<file path="config.mk">
export PLATFORM = sky130hd
export DESIGN_NAME = xlat_walker
export DESIGN_NICKNAME = d
export VERILOG_FILES = /design/src/rtl/xlat_pkg.sv /design/src/rtl/xlat_perm.sv /design/src/rtl/xlat_entry_upd.sv /design/src/rtl/xlat_walker.sv
export SDC_FILE = /design/constraint.sdc
export NUM_CORES = 1
export LEC_CHECK = 0
export BUFFER_PORTS_ARGS = -buffer_cell sky130_fd_sc_hd__buf_4
export CAP_MARGIN = 30
export CORE_MARGIN = 1.5
export CORE_UTILIZATION = 40
export DETAILED_ROUTE_END_ITERATION = 16
export SKIP_CTS_REPAIR_TIMING = 1
export SLEW_MARGIN = 20
export SYNTH_ARGS = -nofsm -noshare
export SYNTH_HDL_FRONTEND = slang
export SYNTH_HIERARCHICAL = 1
export SYNTH_SLANG_ARGS = --single-unit
</file>
<file path="constraint.sdc">
create_clock -name clk -period 3.8 [get_ports clk]
set_clock_uncertainty 0.2 [all_clocks]
set_input_delay 0.38 -clock clk [delete_from_list [all_inputs] [get_ports clk]]
set_output_delay 0.38 -clock clk [all_outputs]
set_load 0.02 [all_outputs]
</file>
<file path="src/rtl/xlat_pkg.sv">
package xlat_pkg;

    localparam int VA_W    = 32;
    localparam int OFF_W   = 12;
    localparam int IDX_W   = 10;
    localparam int FRAME_W = VA_W - OFF_W;
    localparam int LG_W    = VA_W - OFF_W - IDX_W;

    localparam int B_P  = 0;
    localparam int B_RW = 1;
    localparam int B_US = 2;
    localparam int B_A  = 5;
    localparam int B_D  = 6;
    localparam int B_PS = 7;

    typedef enum logic [3:0] {
        W_IDLE,
        W_RD_DIR,
        W_CHK_DIR,
        W_WB_DIR,
        W_RD_TBL,
        W_CHK_TBL,
        W_WB_TBL,
        W_RESP
    } wstate_e;

    typedef struct packed {
        wstate_e           st;
        logic [VA_W-1:0]   va;
        logic              wr;
        logic              usr;
        logic [VA_W-1:0]   dir_e;
        logic [VA_W-1:0]   ent_addr;
        logic [VA_W-1:0]   wb_data;
        logic [VA_W-1:0]   pa;
        logic              flt;
        logic [VA_W-1:0]   flt_addr;
    } walk_s;

endpackage

</file>
<file path="src/rtl/xlat_perm.sv">
module xlat_perm (
    input  logic up_rw,
    input  logic up_us,
    input  logic lo_rw,
    input  logic lo_us,
    input  logic use_lower,
    input  logic user,
    input  logic write,
    output logic deny
);
    logic eff_rw;
    logic eff_us;

    always_comb begin
        eff_rw = up_rw & (lo_rw | ~use_lower);
        eff_us = up_us & (lo_us | ~use_lower);
        deny   = user & (~eff_us | (write & ~eff_rw));
    end
endmodule

</file>
<file path="src/rtl/xlat_entry_upd.sv">
module xlat_entry_upd
    import xlat_pkg::*;
(
    input  logic [VA_W-1:0] entry,
    input  logic            is_leaf_tbl,
    input  logic            write,
    output logic [VA_W-1:0] new_entry,
    output logic            changed
);
    always_comb begin
        new_entry      = entry;
        new_entry[B_A] = 1'b1;
        if (is_leaf_tbl && write) begin
            new_entry[B_D] = 1'b1;
        end
        changed = (new_entry != entry);
    end
endmodule

</file>
<file path="src/rtl/xlat_walker.sv">
module xlat_walker
    import xlat_pkg::*;
(
    input  logic                clk,
    input  logic                rst_n,
    input  logic [FRAME_W-1:0]  root_base,
    input  logic                req_valid,
    output logic                req_ready,
    input  logic [VA_W-1:0]     req_vaddr,
    input  logic                req_write,
    input  logic                req_user,
    output logic                mem_req,
    output logic                mem_we,
    output logic [VA_W-1:0]     mem_addr,
    output logic [VA_W-1:0]     mem_wdata,
    input  logic [VA_W-1:0]     mem_rdata,
    output logic                done,
    output logic                fault,
    output logic [VA_W-1:0]     paddr,
    output logic [VA_W-1:0]     fault_addr
);
    walk_s q, d;

    logic            chk_tbl;
    logic [VA_W-1:0] up_word;
    logic            deny;
    logic [VA_W-1:0] upd_word;
    logic            upd_chg;
    logic [VA_W-1:0] tbl_addr_q;

    assign chk_tbl = (q.st == W_CHK_TBL);
    assign up_word = chk_tbl ? q.dir_e : mem_rdata;

    xlat_perm u_perm (
        .up_rw     (up_word[B_RW]),
        .up_us     (up_word[B_US]),
        .lo_rw     (mem_rdata[B_RW]),
        .lo_us     (mem_rdata[B_US]),
        .use_lower (chk_tbl),
        .user      (q.usr),
        .write     (q.wr),
        .deny      (deny)
    );

    xlat_entry_upd u_upd (
        .entry       (mem_rdata),
        .is_leaf_tbl (chk_tbl),
        .write       (q.wr),
        .new_entry   (upd_word),
        .changed     (upd_chg)
    );

    assign tbl_addr_q = {q.dir_e[VA_W-1:OFF_W], q.va[OFF_W +: IDX_W], 2'b00};

    always_comb begin
        d = q;
        case (q.st)
            W_IDLE: begin
                if (req_valid) begin
                    d.va       = req_vaddr;
                    d.wr       = req_write;
                    d.usr      = req_user;
                    d.flt      = 1'b0;
                    d.ent_addr = {root_base, req_vaddr[VA_W-1 -: IDX_W], 2'b00};
                    d.st       = W_RD_DIR;
                end
            end
            W_RD_DIR: d.st = W_CHK_DIR;
            W_CHK_DIR: begin
                d.dir_e   = mem_rdata;
                d.wb_data = upd_word;
                if (!mem_rdata[B_P]) begin
                    d.flt      = 1'b1;
                    d.flt_addr = q.va;
                    d.st       = W_RESP;
                end else if (mem_rdata[B_PS]) begin
                    if (deny) begin
                        d.flt      = 1'b1;
                        d.flt_addr = q.va;
                        d.st       = W_RESP;
                    end else begin
                        d.pa = {mem_rdata[VA_W-1 -: LG_W], q.va[VA_W-LG_W-1:0]};
                        d.st = upd_chg ? W_WB_DIR : W_RESP;
                    end
                end else if (upd_chg) begin
                    d.st = W_WB_DIR;
                end else begin
                    d.ent_addr = {mem_rdata[VA_W-1:OFF_W], q.va[OFF_W +: IDX_W], 2'b00};
                    d.st       = W_RD_TBL;
                end
            end
            W_WB_DIR: begin
                if (q.dir_e[B_PS]) begin
                    d.st = W_RESP;
                end else begin
                    d.ent_addr = tbl_addr_q;
                    d.st       = W_RD_TBL;
                end
            end
            W_RD_TBL: d.st = W_CHK_TBL;
            W_CHK_TBL: begin
                d.wb_data = upd_word;
                if (!mem_rdata[B_P] || deny) begin
                    d.flt      = 1'b1;
                    d.flt_addr = q.va;
                    d.st       = W_RESP;
                end else begin
                    d.pa = {mem_rdata[VA_W-1:OFF_W], q.va[OFF_W-1:0]};
                    d.st = upd_chg ? W_WB_TBL : W_RESP;
                end
            end
            W_WB_TBL: d.st = W_RESP;
            W_RESP:   d.st = W_IDLE;
            default:  d.st = W_IDLE;
        endcase
    end

    always_ff @(posedge clk) begin
        if (!rst_n) begin
            q <= '0;
        end else begin
            q <= d;
        end
    end

    always_comb begin
        req_ready  = (q.st == W_IDLE);
        mem_we     = (q.st == W_WB_DIR) || (q.st == W_WB_TBL);
        mem_req    = mem_we || (q.st == W_RD_DIR) || (q.st == W_RD_TBL);
        mem_addr   = q.ent_addr;
        mem_wdata  = q.wb_data;
        done       = (q.st == W_RESP);
        fault      = q.flt;
        paddr      = q.pa;
        fault_addr = q.flt_addr;
    end
endmodule

</file>
==> out/results.ini <==
[sta]
hold_viol = 1
max_slew_margin_pct = 37.0
rsz0062_at_grt = no
fin_tns_setup_ns = 0
hold_ws_ns = -0.00237
maxSlewViolCount = 0
fin_crit_sh_pct = 80.8
setup_viol = 0
fmax_mhz = 326
setup_ws_ns = 0.728
worstMarginPinSlew_ns = 0.946
period_minus_slack_ns = 3.07

[clock_tree]
cts_root_buffer = clkbuf_16
h-tree-depth = 4
path_clk_slew_ns = 0.07
cts_sinks = 187
clk_path_buf_depth = 2
clock_latency_ns = 0.43
cts_buffers = 17
cts_tree = done

[drt]
drt-initial-drc-count = 401
drtPass1Iterations = 4
post_drt_wl_per_cell_um = 16.9
dr_total_vias = 6813
drc_errors = 0
routed_wl_um = 23200
vias_per_cell = 4.97
antenna_left = 0

[place]
dp_hpwl_um = 15800
port_buffers = 219
post_dp_cell_area_um2 = 9660
post-place-ws_ns = 0.734
gp_congestion = 0.844

[synth]
synth-seq-area-share_pct = 41.3
synth_warnings = 6
synth-edff-count = 0
netlist_instances = 1058
ys_ff_latch = 187
synthDistinctLibCells = 46
syn_avg_cell_area_um2 = 8.56
synthArstFlopShare_pct = 0
ys.flop_type = dfxtp_1
synth_area_um2 = 9060

[layout]
regArea_um2 = 3740
area_growth_pct = 13.7
antenna_cells = 0
final_util_pct = 46.8
nets = 1166
final_cell_area_um2 = 10300
fillers = 2210
layout-drive-gt1-share_pct = 27.8
multiInputGateArea_um2 = 3760
layout_commonest_cell = nand2_1
layout_common_cells = nand2_1, buf_4, dfxtp_1

[floorplan]
die_y_um = 153
io_pins = 222
core_area_um2 = 22000
die_x_um = 153
start_util_pct = 41.1
die-area_um2 = 23600
rows = 54

[critical_path]
worst-setup-path-type = flop to flop
crit_family = simple AND/OR/NAND/NOR gates
required_ns = 3.96
cp_cell_sequence = nand3b_2 -> buf_4 -> nand2_1 -> nand2_1 -> o21ai_1 -> a22o_1 -> nand2b_1 -> a32oi_4 -> buf_4 -> nand3_1 -> o21ai_0
crit_buf_inv = 2
cp.arrival_ns = 3.23
crit_slowest_cell = dfxtp_1
crit_path_max_fanout = 65
cp-end-kind = flop
cp-start-kind = flop
slowest_delay_ns = 0.57

[global_route]
antenna_found_initial = 0
grt_max_degree = 139
grt_pass1_vias = 6363
grt_use_total_pct = 19.6
grt_pass1_wl_um = 36000
overflow = 0

[hold_path]
hold_path_class = input port to flop

[power]
powerDensity_nw_per_um2 = 447
peakVddDrop_uv = 270
cellLeakagePower_uw = 0.00426

[flow_run]
drv_cap = 0

[run_status]
violations = hold timing
status = complete, but fails checks

==> worst reg2reg max path, delay by kind of cell, from the launching register on <==
kind / cells / cell delay (ns)
AOI/OAI and AO/OA: 4 / 0.67
buffers and inverters: 2 / 0.75
DFF: 1 / 0.57
and+or+nand+nor: 5 / 0.81
==> registers in the layout, indices dropped and copies added (netlist names) <==
register / count
q: 60
fault_addr: 32
mem_wdata: 32
paddr: 32
mem_addr: 30
fault: 1
==> synth_stat cells, drive strengths merged, types with 2 or more instances <==
cell,n,area (um2)
a2111oi,20,294
a21boi,89,668
a21oi,5,28.8
a31o,20,175
and2,4,25.0
buf,191,1390
clkbuf,50,188
conb,2,7.51
dfxtp,187,3740
inv,5,18.8
mux2i,40,400
nand2,255,957
nand2b,5,38.8
nand3,64,320
nand3b,2,18.8
nor2,4,22.5
nor2b,2,12.5
o211a,20,200
o21ai,77,389
==> through the flow <==
| stage | instances | total power, uW | hold slack [ns] |
|---|---|---|---|
| 3_3_place_gp | 1335 | 2800 | 0.239 |
| 4_1_cts | 1367 | 4660 | -0.0160 |
| 5_1_grt | 1370 | 4800 | 0.000790 |
| 3_5_place_dp | 1335 | 2810 | 0.246 |
| 2_1_floorplan | 1059 | 2620 | 0.231 |
| 6_report | 1370 | 4600 | -0.00237 |
==> logic make-up (layout without fill, tap and decap cells) <==
logic type / count (synthesis) / count (layout) / synth area share [%]
multiplexers: 40 / 40 / 4.42
flip-flops: 187 / 187 / 41.3
XOR/XNOR: 1 / 1 / 0.0967
AO/OA/AOI/OAI: 241 / 241 / 20.5
other: 2 / 3 / 0.0829
AND/OR/NAND/NOR: 341 / 341 / 16.0
buffers and inverters: 246 / 277 / 17.6
==> final timing paths <==
| kind | start | slack [ns] | end | cells past startpoint |
|---|---|---|---|---|
| max | q[196] | 0.73 | fault_addr[2] | 11 |
| min | mem_rdata[27] | -0.002 | paddr[27] | 3 |
| max reg2reg | q[196] | 0.73 | fault_addr[2] | 11 |
| min reg2reg | q[192] | 0.25 | q[192] | 2 |
==> cell type report <==
type | instances | share of cell area, %
multi-input combinational | 626 | 36.5
sequential | 187 | 36.4
timing repair buffer | 240 | 17.6
clock buffer | 17 | 4.13
tap | 280 | 3.40
clock inverter | 15 | 1.77
inverter | 5 | 0.182
==> power breakdown <==
| part | switching (uW) | internal [uW] |
|---|---|---|
| Sequential | 63.7 | 2050 |
| Clock | 848 | 998 |
| Combinational | 378 | 265 |
==> per-layer routing <==
layer  vias to the layer above  GRT usage, %  part of all wire (%)
met3                        14          4.14                   5.1
met2                       181          31.5                    46
met4                         0          5.32                  0.97
li1                       3454             -                     -
met1                      3164          26.5                    47
met5                         -             0                     0
Power figures use the tool's default switching activity.
